[config.mk]
export PLATFORM = sky130hd
export DESIGN_NAME = supply_mon_ctrl
export DESIGN_NICKNAME = d
export VERILOG_FILES = /design/src/rtl/supply_mon_ctrl.sv
export SDC_FILE = /design/constraint.sdc
export NUM_CORES = 1
export LEC_CHECK = 0
export ABC_AREA = 1
export ABC_CLOCK_PERIOD_IN_PS = 1000
export CAP_MARGIN = 40
export CORE_AREA = 5 5 42 44
export CTS_BUF_LIST = sky130_fd_sc_hd__clkbuf_4 sky130_fd_sc_hd__clkbuf_8
export CTS_CLUSTER_DIAMETER = 120
export DETAILED_ROUTE_END_ITERATION = 12
export DIE_AREA = 0 0 47 49
export DONT_BUFFER_PORTS = 1
export GPL_TIMING_DRIVEN = 0
export PLACE_DENSITY = 0.66
export SETUP_SLACK_MARGIN = 0.2
export SYNTH_ARGS = -nofsm -noshare
export SYNTH_HDL_FRONTEND = slang
export SYNTH_SLANG_ARGS = --single-unit
[constraint.sdc]
create_clock -name clk -period 1 [get_ports clk]
set_input_delay 0.2 -clock clk [delete_from_list [all_inputs] [get_ports clk]]
set_output_delay 0.2 -clock clk [all_outputs]
set_load 0.005 [all_outputs]
[src/rtl/supply_mon_ctrl.sv]
module supply_mon_ctrl #(
  parameter int LVL_W   = 4,
  parameter int LVL_MAX = 13
) (
  input  logic             clk,
  input  logic             por_n,
  input  logic             rst_n,
  input  logic [1:0]       mode_opt,
  input  logic [LVL_W-1:0] level_opt,
  input  logic             cmp_hi,
  input  logic             cmp_lo,
  input  logic             cmp_single,
  input  logic             cause_clr,
  output logic [LVL_W-1:0] level_sel,
  output logic             reset_req,
  output logic             irq,
  output logic             det_flag,
  output logic             cause_flag
);
  localparam logic [1:0] M_OFF   = 2'b00;
  localparam logic [1:0] M_IONLY = 2'b01;
  localparam logic [1:0] M_DUAL  = 2'b10;
  localparam logic [1:0] M_RONLY = 2'b11;
  localparam logic [LVL_W-1:0] LVL_TOP = LVL_W'(LVL_MAX);

  logic [1:0]       mode_q;
  logic [LVL_W-1:0] lvl_q;
  logic [2:0]       sy1, sy2, prv;
  logic             rst_q, irq_q, det_q, cause_q;
  logic             rst_d, irq_d, det_d, set_evt;

  always_ff @(posedge clk)
    if (!rst_n) begin
      mode_q <= mode_opt;
      lvl_q  <= (level_opt > LVL_TOP) ? LVL_TOP : level_opt;
    end

  always_ff @(posedge clk or negedge rst_n)
    if (!rst_n) begin
      sy1 <= '0;
      sy2 <= '0;
      prv <= '0;
    end else begin
      sy1 <= {cmp_single, cmp_lo, cmp_hi};
      sy2 <= sy1;
      prv <= sy2;
    end

  wire s_hi  = sy2[0];
  wire s_lo  = sy2[1];
  wire s_sgl = sy2[2];
  wire p_hi  = prv[0];
  wire p_sgl = prv[2];
  wire en    = mode_q != M_OFF;

  always_comb begin
    rst_d = rst_q;
    irq_d = 1'b0;
    det_d = 1'b0;
    case (mode_q)
      M_DUAL: begin
        rst_d = ~s_lo | (rst_q & ~s_hi);
        irq_d = p_hi & ~s_hi;
        det_d = ~s_hi;
      end
      M_RONLY: begin
        rst_d = ~s_sgl;
        det_d = ~s_sgl;
      end
      M_IONLY: begin
        rst_d = rst_q & ~s_sgl;
        irq_d = ~rst_q & (s_sgl ^ p_sgl);
        det_d = ~s_sgl;
      end
      default: ;
    endcase
  end

  assign set_evt = en & rst_d & ~rst_q;

  always_ff @(posedge clk or negedge rst_n)
    if (!rst_n) begin
      rst_q <= 1'b1;
      irq_q <= 1'b0;
      det_q <= 1'b0;
    end else begin
      rst_q <= rst_d;
      irq_q <= irq_d;
      det_q <= det_d;
    end

  always_ff @(posedge clk or negedge por_n)
    if (!por_n) cause_q <= 1'b0;
    else        cause_q <= set_evt | (cause_q & ~cause_clr);

  assign level_sel  = lvl_q;
  assign reset_req  = rst_q & en;
  assign irq        = irq_q;
  assign det_flag   = det_q;
  assign cause_flag = cause_q;

  AST_OFF_QUIET: assert property (@(posedge clk) disable iff (!rst_n)
    (mode_q == M_OFF) |-> (!reset_req && !irq && !det_flag));
  AST_DUAL_RELEASE: assert property (@(posedge clk) disable iff (!rst_n)
    ((mode_q == M_DUAL) && $fell(reset_req)) |-> $past(s_hi));
  AST_RONLY_NO_IRQ: assert property (@(posedge clk) disable iff (!rst_n)
    (mode_q == M_RONLY) |-> !irq);
  AST_IONLY_NO_REASSERT: assert property (@(posedge clk) disable iff (!rst_n)
    ((mode_q == M_IONLY) && !reset_req) |=> !reset_req);
  AST_CAUSE_HOLD: assert property (@(posedge clk) disable iff (!por_n)
    (cause_flag && !cause_clr) |=> cause_flag);
  AST_LEVEL_RANGE: assert property (@(posedge clk) disable iff (!rst_n)
    level_sel <= LVL_TOP);
endmodule

==> impl_metrics.env, run 1 <==
export IMPL_slew_limit_headroom_pct=68.6
export IMPL_wl_microns=1090
export IMPL_dieArea_sq_um=2300
export IMPL_finalSetupViolations=5
export IMPL_cts_buffer_depth=2
export IMPL_grt_max_degree=12
export IMPL_syn_to_final_growth_pct=29.3
export IMPL_hold_viol=0
export IMPL_reg2reg_depth=8
export IMPL_initialDrtViolationCount=5
export IMPL_leakagePower_nw=0.400
export IMPL_synth_area_leaders="dfrtp_1, edfxtp_1, ha_1"
export IMPL_status="finished with violations"
export IMPL_finalCritPeriodShare_pct=120
export IMPL_cp_startpoint="rst_q$_DFF_PN1_"
export IMPL_synth_seq_cells=18
export IMPL_final_common_cell="dfrtp_1"
export IMPL_layout_drive_gt1_share_pct=32.9
export IMPL_coreArea_sq_um=1400
export IMPL_hold_end="cause_flag$_DFF_PN0_"
export IMPL_swShare_pct=22.6
export IMPL_path_clk_slew_ns=0.09
export IMPL_min_delay_start="cause_clr"
export IMPL_cp_top_family="flip-flops"
export IMPL_dieWidth_microns=47
export IMPL_initial_utilization_pct=49.0
export IMPL_hold_path_class="input pin to flip-flop"
export IMPL_portBuffers=0
export IMPL_via_per_inst=4.96
export IMPL_intPower_mw=1.13
export IMPL_syn_inst=58
export IMPL_gp_congestion=0.789
export IMPL_rsz0062_at_grt="yes"
export IMPL_first_pass_iters=3
export IMPL_antenna_left=0
export IMPL_yosys_area_top_type_share_pct=40.1
export IMPL_max_stage_delay_ns=0.55
export IMPL_vdd_drop_max_mv=1.08
export IMPL_power_switching_mw=0.331
export IMPL_cp_max_fo=5
export IMPL_layout_nets=91
export IMPL_path_class="flip-flop to output port"
export IMPL_io_pins=21
export IMPL_cts_root_buf="clkbuf_4"
export IMPL_total_power_mw=1.47
export IMPL_track_usage_pct=11.9
export IMPL_route_detailed_drc=0
export IMPL_antenna_found_initial=0
export IMPL_critPathBufInv=1
export IMPL_grt_pass1_vias=476
export IMPL_die_h_microns=49
export IMPL_grt_pass1_wl_microns=1920
export IMPL_fill_cells=126
export IMPL_slowest_stage="dfstp_2"
export IMPL_clock_skew_ns=0.000779
export IMPL_maxCapViolCount=0
export IMPL_worst_ep_required_time_ns=0.80
export IMPL_path_cells="inv_2 -> nor2_4"
export IMPL_crit_arrival_ns=1.00
export IMPL_whs_path_depth=3
export IMPL_cts_buffers=3
export IMPL_slew_violations=0
export IMPL_clk_latency_ns=0.29
export IMPL_syn_area_sq_um=687
export IMPL_period_needed_ns=1.20
export IMPL_finalWorstSetupSlack_ns=-0.204
export IMPL_power_density_nw_per_um2=1650
export IMPL_num_rows=14
export IMPL_finalSetupTns_ns=-0.829
export IMPL_grt_ovfl_total=0
export IMPL_r2r_start="mode_q[0]$_DFFE_PN_"
export IMPL_failed_checks="negative setup slack"
export IMPL_pwr_share_seq_pct=58.6
export IMPL_worstMarginPinSlew_ns=0.469
export IMPL_endpoint_kind="output port"
export IMPL_clockPowerShare_pct=29.4
export IMPL_p_comb_share_pct=12.0
export IMPL_r2r_slack_ns=-0.20
export IMPL_syn_avg_cell_area_sq_um=11.8
export IMPL_synth_cell_types=15
export IMPL_clock_sinks=18
export IMPL_fmax_mhz=831
export IMPL_wl_per_cell_microns=12.2
export IMPL_cp_start_kind="flip-flop"
export IMPL_diodes=0
export IMPL_vias=441
export IMPL_dp_hpwl_microns=792
export IMPL_yosys_warnings=0
export IMPL_seq_area_frac_synth_pct=70.1
export IMPL_rr_endpoint="cause_flag$_DFF_PN0_"
export IMPL_syn_num_nets=75
export IMPL_cts_tree="built"
export IMPL_htree_levels=1
export IMPL_mostFrequentLayoutCells="dfrtp_1, nand2_1, dlygate4sd3_1, edfxtp_1"
export IMPL_synth_top_cell_by_area="dfrtp_1"
[worst max path at each step]
stage / end / cells past startpoint
final: reset_req / 2
after global routing: cause_flag$_DFF_PN0_ / 8
after CTS: cause_flag$_DFF_PN0_ / 8
after detailed placement: cause_flag$_DFF_PN0_ / 8
after global placement: cause_flag$_DFF_PN0_ / 8
after floorplan: cause_flag$_DFF_PN0_ / 7
[worst register-to-register path, delay by kind of cell, from the launching register on]
family	cells	cell delay (ns)
and+or+nand+nor	5	0.30
buffers and inverters	2	0.22
adders and majority gates	1	0.17
DFF	1	0.41
[metal layers]
layer / GRT usage (%) / vias to the layer above / wire [microns]
met5: 0 / - / 0
met4: 8.29 / 0 / 40
met2: 18.1 / 20 / 557
li1: - / 209 / -
met3: 4.80 / 5 / 121
met1: 12.8 / 207 / 370
[area by class of cell]
type | count | area (sq um) | share of cell area (%)
flip-flops and latches | 18 | 482 | 54.2
plain buffers | 2 | 7.51 | 0.845
repair buffers | 11 | 104 | 11.7
multi-input cells | 28 | 201 | 22.7
clock buffers | 4 | 36.3 | 4.08
well taps | 16 | 20.0 | 2.25
inverters | 10 | 37.5 | 4.23
[power groups by stage]
| stage | logic (mW) | registers (mW) | clock network (mW) |
|---|---|---|---|
| global placement | 0.0937 | 0.873 | 0 |
| floorplan | 0.0800 | 0.866 | 0 |
| CTS | 0.158 | 0.860 | 0.451 |
| global route | 0.203 | 0.867 | 0.479 |
| detailed placement | 0.0972 | 0.876 | 0 |
| finish | 0.176 | 0.858 | 0.432 |
[cells by family (layout without fill, tap and decap cells)]
| logic type | Yosys count | in the layout | share of synthesized area (%) |
|---|---|---|---|
| buffers and inverters | 12 | 27 | 6.56 |
| flip-flops | 18 | 18 | 70.1 |
| adder cells (fa/ha/maj) | 4 | 4 | 7.29 |
| AO/OA/AOI/OAI | 5 | 5 | 4.92 |
| AND/OR/NAND/NOR | 19 | 19 | 11.1 |
[registers in the layout (all words and copies together), names as in the netlist]
register,count
irq,1
level_sel,4
cause_flag,1
sy2,3
rst_q,1
prv,2
mode_q,2
det_flag,1
sy1,3
[timing repair]
item                                   CTS  global route
buffers inserted                         3             1
endpoints found under the hold margin   17             0
pin swaps                                2             6
setup endpoints to repair               12            12
gates cloned                             0             0
hold buffers                             7             0
resized for setup                        6             7
[stage by stage]
stage | utilization [%] | setup WS [ns] | cells | hold slack, ns | area [sq um]
2_1_floorplan | - | -0.0280 | 58 | -0.0956 | 692
3_3_place_gp | 50.8 | -0.0892 | 74 | -0.0956 | 712
3_5_place_dp | 50.8 | -0.110 | 74 | -0.0955 | 712
4_1_cts | 61.4 | -0.212 | 88 | 0.0440 | 861
5_1_grt | 63.4 | -0.272 | 89 | 0.0509 | 888
6_report | 63.4 | -0.204 | 89 | 0.0453 | 888
[cell usage after synthesis]
| cell | n |
|---|---|
| a21oi_1 | 1 |
| dfrtp_1 | 11 |
| a21boi_0 | 1 |
| a31o_2 | 1 |
| clkbuf_1 | 2 |
| o21ai_0 | 1 |
| edfxtp_1 | 6 |
| a21boi_1 | 1 |
| ha_1 | 4 |
| nand3_1 | 4 |
| nand2_1 | 12 |
| dfstp_2 | 1 |
| inv_1 | 9 |
| inv_2 | 1 |
| nor2_1 | 3 |
Power figures use the tool's default switching activity.
==> run 2: changes to the inputs <==
- CORE_AREA: 5 5 42 44 -> 2 2 39 41
- DIE_AREA: 0 0 47 49 -> 0 0 41 43
- GPL_TIMING_DRIVEN: 0 -> unset
==> run 2 against run 1 <==
The run still ends with negative setup slack left. Global-route usage is 3.7 points higher. Sequential share of layout area shrank 4.0 points. Die area shrank 23%. Worst hold slack improved by 0.0050 ns. Sequential power is essentially flat. Count of clock-buffer cells in the layout unchanged. Cell area is 7.9% higher. Critical path depth unchanged. Flip-flop and latch count is the same. Wire length down 0.64%. Worst setup slack hardly changed. Largest cell class unchanged.
==> impl_metrics.env, run 2 (synthesis gave the netlist of run 1 again) <==
export IMPL_route_met2_wl_microns=549
export IMPL_wl_microns=1080
export IMPL_min_delay_start="cause_clr"
export IMPL_antenna_found_initial=0
export IMPL_clk_latency_ns=0.28
export IMPL_critPathBufInv=1
export IMPL_finalCritPeriodShare_pct=120
export IMPL_design_area_sq_um=958
export IMPL_swShare_pct=23.2
export IMPL_grt_ovfl_total=0
export IMPL_path_clk_slew_ns=0.10
export IMPL_hold_viol=0
export IMPL_leakagePower_nw=0.429
export IMPL_placed_cells_incl_taps=72
export IMPL_grt_pass1_vias=443
export IMPL_grt_max_degree=12
export IMPL_rsz0062_at_grt="yes"
export IMPL_worst_ep_required_time_ns=0.80
export IMPL_cp_top_family="flip-flops"
export IMPL_place_ws_ns=-0.123
export IMPL_final_common_cell="dfrtp_1"
export IMPL_mostFrequentLayoutCells="dfrtp_1, nand2_1, dlygate4sd3_1, edfxtp_1, buf_4"
export IMPL_endpoint_kind="output port"
export IMPL_worstMarginPinSlew_ns=0.476
export IMPL_cts_root_buf="clkbuf_4"
export IMPL_portBuffers=0
export IMPL_antenna_left=0
export IMPL_layout_nets=95
export IMPL_io_pins=21
export IMPL_gp_congestion=0.679
export IMPL_reg_top3="level_sel (4), sy1 (3), sy2 (3)"
export IMPL_clock_skew_ns=0.000841
export IMPL_power_switching_mw=0.351
export IMPL_layout_drive_gt1_share_pct=37.7
export IMPL_m1WireLength_microns=444
export IMPL_vias=437
export IMPL_rr_endpoint="cause_flag$_DFF_PN0_"
export IMPL_die_h_microns=43
export IMPL_cts_buffers=3
export IMPL_track_usage_pct=15.6
export IMPL_via_per_inst=4.70
export IMPL_finalSetupTns_ns=-0.745
export IMPL_period_needed_ns=1.20
export IMPL_path_class="flip-flop to output port"
export IMPL_maxCapViolCount=0
export IMPL_cts_tree="built"
export IMPL_finalSetupViolations=5
export IMPL_cts_buffer_depth=2
export IMPL_r2r_slack_ns=-0.18
export IMPL_slew_violations=0
export IMPL_total_power_mw=1.51
export IMPL_instances_no_fill=93
export IMPL_max_stage_delay_ns=0.58
export IMPL_vdd_drop_max_mv=1.01
export IMPL_largest_register="level_sel"
export IMPL_intPower_mw=1.16
export IMPL_r2r_start="mode_q[1]$_DFFE_PN_"
export IMPL_dp_hpwl_microns=668
export IMPL_initial_utilization_pct=49.6
export IMPL_diodes=0
export IMPL_largest_reg_flops=4
export IMPL_route_met3_wl_microns=77
export IMPL_slew_limit_headroom_pct=68.2
export IMPL_htree_levels=1
export IMPL_hold_path_class="input pin to flip-flop"
export IMPL_wl_per_cell_microns=11.6
export IMPL_syn_to_final_growth_pct=39.5
export IMPL_maxUsedRoutingLayer="met4"
export IMPL_cp_max_fo=3
export IMPL_cp_start_kind="flip-flop"
export IMPL_final_core_util_pct=69.3
export IMPL_path_cells="inv_4 -> nor2_4"
export IMPL_route_detailed_drc=0
export IMPL_hold_end="cause_flag$_DFF_PN0_"
export IMPL_reg2reg_depth=7
export IMPL_clockPowerShare_pct=28.8
export IMPL_whs_path_depth=3
export IMPL_coreArea_sq_um=1380
export IMPL_power_density_nw_per_um2=1580
export IMPL_fmax_mhz=831
export IMPL_num_rows=14
export IMPL_dieArea_sq_um=1760
export IMPL_failed_checks="negative setup slack"
export IMPL_crit_arrival_ns=1.00
export IMPL_initialDrtViolationCount=2
export IMPL_whs_ns=0.0503
export IMPL_finalWorstSetupSlack_ns=-0.204
export IMPL_placed_area_sq_um=704
export IMPL_slowest_stage="dfstp_2"
export IMPL_dieWidth_microns=41
export IMPL_clock_sinks=18
export IMPL_first_pass_iters=2
export IMPL_pwr_share_seq_pct=56.7
export IMPL_grt_pass1_wl_microns=1740
export IMPL_p_comb_share_pct=14.4
export IMPL_status="finished with violations"
[run 2: cell count changes in the layout (fill, tap and decap cells not counted), moves of 2 or more]
cell	previous run	this run
buf_4	3	6
clkbuf_1	2	0
ha_4	1	3
dlygate4sd3_1	7	9
[run 2: worst max path at each step]
| stage | to | from | cells after the start | slack (ns) |
|---|---|---|---|---|
| floorplan | cause_flag$_DFF_PN0_ | mode_q[0]$_DFFE_PN_ | 7 | -0.03 |
| global placement | cause_flag$_DFF_PN0_ | mode_q[0]$_DFFE_PN_ | 7 | -0.09 |
| detailed placement | irq$_DFF_PN0_ | mode_q[1]$_DFFE_PN_ | 6 | -0.12 |
| CTS | reset_req | mode_q[0]$_DFFE_PN_ | 3 | -0.21 |
| global route | reset_req | mode_q[0]$_DFFE_PN_ | 3 | -0.25 |
| finish | reset_req | rst_q$_DFF_PN1_ | 2 | -0.20 |
[run 2: worst reg2reg max path, delay by kind of cell, from the launching register on]
| family | cells | cell delay (ns) |
|---|---|---|
| flops | 1 | 0.43 |
| fa+ha+maj | 1 | 0.15 |
| simple gates | 4 | 0.22 |
| buf+inv | 2 | 0.27 |
[run 2: what timing repair did]
action	in CTS	in global routing
endpoints found under the hold margin	19	0
buffers inserted	4	4
hold buffers	9	0
pin swaps	4	6
endpoints found under the setup margin	12	12
gates resized for setup	12	6
cloned	0	0
[run 2: routing by layer]
layer  GRT usage (%)  vias up
li1                -      218
met1            19.1      203
met2            21.9       14
met3            6.28        2
met4            10.0        0
met5               0        -
[run 2: layout make-up]
type                       count  area [sq um]
inverter                      10          40.0
sequential                    18           482
fill                          93           425
tap                           16          20.0
timing repair buffer          17           158
clock buffer                   4          36.3
multi-input combinational     28           223
[run 2: power groups by stage]
| stage | combinational, mW | sequential, mW | clock (mW) |
|---|---|---|---|
| floorplan | 0.0800 | 0.866 | 0 |
| global placement | 0.0911 | 0.872 | 0 |
| detailed placement | 0.0934 | 0.873 | 0 |
| CTS | 0.179 | 0.857 | 0.448 |
| global route | 0.244 | 0.866 | 0.486 |
| finish | 0.218 | 0.859 | 0.437 |
==> run 3: changes to the inputs <==
- ABC_AREA: 1 -> 0
==> run 3 against run 2 <==
The run still ends with negative setup slack left. Highest routed layer unchanged. Cell count shrank 7.5%. Synthesized area shrank 1.3%. Largest power group unchanged. Worst hold slack gained 0.036 ns.
==> impl_metrics.env, run 3 <==
export IMPL_initialDrtViolationCount=6
export IMPL_largest_reg_flops=4
export IMPL_grt_max_degree=12
export IMPL_endpoint_kind="flip-flop"
export IMPL_final_common_cell="dfrtp_1"
export IMPL_whs_ns=0.0861
export IMPL_wl_per_cell_microns=15.9
export IMPL_path_cells="inv_2 -> ha_4 -> buf_6 -> buf_4 -> buf_6 -> o32ai_2"
export IMPL_clk_latency_ns=0.28
export IMPL_grt_ovfl_total=0
export IMPL_hold_path_class="input pin to flip-flop"
export IMPL_portBuffers=0
export IMPL_worst_ep_required_time_ns=1.19
export IMPL_path_clk_slew_ns=0.10
export IMPL_syn_area_sq_um=678
export IMPL_synth_cell_types=20
export IMPL_yosys_area_top_type_share_pct=40.6
export IMPL_async_reset_ff_share_pct=66.7
export IMPL_fmax_mhz=758
export IMPL_p_comb_share_pct=16.2
export IMPL_cts_tree="built"
export IMPL_first_pass_iters=2
export IMPL_layout_drive_gt1_share_pct=38.6
export IMPL_io_pins=21
export IMPL_syn_inst=48
export IMPL_finalSetupViolations=5
export IMPL_placed_area_sq_um=713
export IMPL_cts_root_buf="clkbuf_4"
export IMPL_die_h_microns=43
export IMPL_wl_microns=1370
export IMPL_design_area_sq_um=976
export IMPL_hold_viol=0
export IMPL_yosys_warnings=0
export IMPL_synth_area_leaders="dfrtp_1, edfxtp_1, ha_1"
export IMPL_layout_nets=88
export IMPL_reg_top3="level_sel (4), sy1 (3), sy2 (3)"
export IMPL_coreArea_sq_um=1380
export IMPL_synth_top_cell_by_area="dfrtp_1"
export IMPL_leakagePower_nw=0.417
export IMPL_dieArea_sq_um=1760
export IMPL_cp_start_kind="flip-flop"
export IMPL_power_density_nw_per_um2=1520
export IMPL_slew_limit_headroom_pct=67.8
export IMPL_synthTopCellsByCount="dfrtp_1, inv_1, edfxtp_1, ha_1"
export IMPL_dieWidth_microns=41
export IMPL_finalWorstSetupSlack_ns=-0.319
export IMPL_clock_skew_ns=0.00612
export IMPL_synth_edf_count=6
export IMPL_track_usage_pct=16.0
export IMPL_num_rows=14
export IMPL_intPower_mw=1.14
export IMPL_max_stage_delay_ns=0.39
export IMPL_via_per_inst=5.33
export IMPL_antenna_left=0
export IMPL_synth_seq_cells=18
export IMPL_syn_avg_cell_area_sq_um=14.1
export IMPL_largest_register="level_sel"
export IMPL_cp_max_fo=4
export IMPL_mostFrequentLayoutCells="dfrtp_1, dlygate4sd3_1, edfxtp_1"
export IMPL_clockPowerShare_pct=25.6
export IMPL_worstMarginPinSlew_ns=0.482
export IMPL_power_switching_mw=0.344
export IMPL_period_needed_ns=1.32
export IMPL_rsz0062_at_grt="yes"
export IMPL_ys_flop_type="dfrtp_1"
export IMPL_route_detailed_drc=0
export IMPL_failed_checks="negative setup slack"
export IMPL_dp_hpwl_microns=797
export IMPL_clock_sinks=18
export IMPL_synth_most_common_cell="dfrtp_1"
export IMPL_total_power_mw=1.49
export IMPL_cp_common_cell="buf_6"
export IMPL_diodes=0
export IMPL_syn_to_final_growth_pct=43.9
export IMPL_slowest_stage="edfxtp_1"
export IMPL_swShare_pct=23.1
export IMPL_htree_levels=1
export IMPL_pwr_share_seq_pct=58.2
export IMPL_vias=458
export IMPL_slew_violations=0
export IMPL_cts_buffers=3
export IMPL_maxCapViolCount=0
export IMPL_finalCritPeriodShare_pct=132
export IMPL_cts_buffer_depth=2
export IMPL_finalSetupTns_ns=-1.39
export IMPL_gp_congestion=0.631
export IMPL_syn_num_nets=65
export IMPL_initial_utilization_pct=49.0
export IMPL_grt_pass1_vias=449
export IMPL_crit_arrival_ns=1.51
export IMPL_grt_pass1_wl_microns=1800
export IMPL_vdd_drop_max_mv=1.09
export IMPL_seq_area_frac_synth_pct=71.0
export IMPL_path_class="flip-flop to flip-flop"
export IMPL_antenna_found_initial=0
export IMPL_status="finished with violations"
run 3: changes by cell type in the layout (fill, tap and decap cells not counted), moves of 2 or more:
cell and delta:
nand2_1 -9, buf_6 +3, inv_2 -3, nand2_2 -2
nand3_2 -2, nor2_1 -2
run 3: metrics by stage:
step	std cells	utilization (%)	setup slack (ns)
2_1_floorplan	48	-	-0.126
3_3_place_gp	63	51.5	-0.118
3_5_place_dp	63	51.5	-0.186
4_1_cts	82	65.4	-0.288
5_1_grt	86	70.5	-0.373
6_report	86	70.5	-0.319
run 3: final cells by class:
cell class | instances | area (sq um)
Sequential cell | 18 | 482
Fill cell | 99 | 408
Multi-Input combinational cell | 21 | 224
Timing Repair Buffer | 20 | 194
Clock buffer | 4 | 30.0
Inverter | 7 | 26.3
Tap cell | 16 | 20.0
run 3: cells by family after synthesis:
group	synth area share (%)
buf+inv	4.98
xor+xnor	1.29
compound gates	10.5
flops	71.0
fa+ha+maj	7.38
simple gates	4.80
run 3: power by group through the flow:
stage               Combinational (mW)  Clock (mW)  Sequential (mW)
finish                           0.241       0.382            0.866
global route                     0.259       0.444            0.873
CTS                              0.188       0.402            0.862
detailed placement               0.107           0            0.881
global placement                0.0961           0            0.877
floorplan                       0.0833           0            0.870
run 3: what timing repair did:
item,CTS,global route
endpoints found under the hold margin,20,0
hold buffers,10,0
setup endpoints to repair,12,12
pin swaps,4,3
gates resized for setup,6,9
buffers inserted,5,4
run 3: critical path: cells and delay by family (launching register included):
| family | cells | cell delay (ns) |
|---|---|---|
| DFF | 1 | 0.39 |
| AOI/OAI and AO/OA | 1 | 0.26 |
| buffers and inverters | 4 | 0.42 |
| adders and majority gates | 1 | 0.17 |
run 3: final timing paths:
| path | end | cells past startpoint | slack [ns] | start |
|---|---|---|---|---|
| max | cause_flag$_DFF_PN0_ | 6 | -0.32 | mode_q[0]$_DFFE_PN_ |
| min | level_sel[0]$_SDFFCE_PN1N_ | 1 | 0.09 | level_opt[0] |
| max reg2reg | cause_flag$_DFF_PN0_ | 6 | -0.32 | mode_q[0]$_DFFE_PN_ |
| min reg2reg | sy2[2]$_DFF_PN0_ | 0 | 0.35 | sy1[2]$_DFF_PN0_ |
| max in group asynchronous | rst_q$_DFF_PN1_ | 1 | 0.34 | rst_n |
| min in group asynchronous | cause_flag$_DFF_PN0_ | 1 | 0.11 | por_n |
run 3: per-layer routing:
metal  track usage, %  up-vias  wire length [microns]
met5                0        -                      0
met4             12.0        0                     14
met3             5.76        2                     79
met2             24.4       18                    797
met1             16.9      230                    477
li1                 -      208                      -
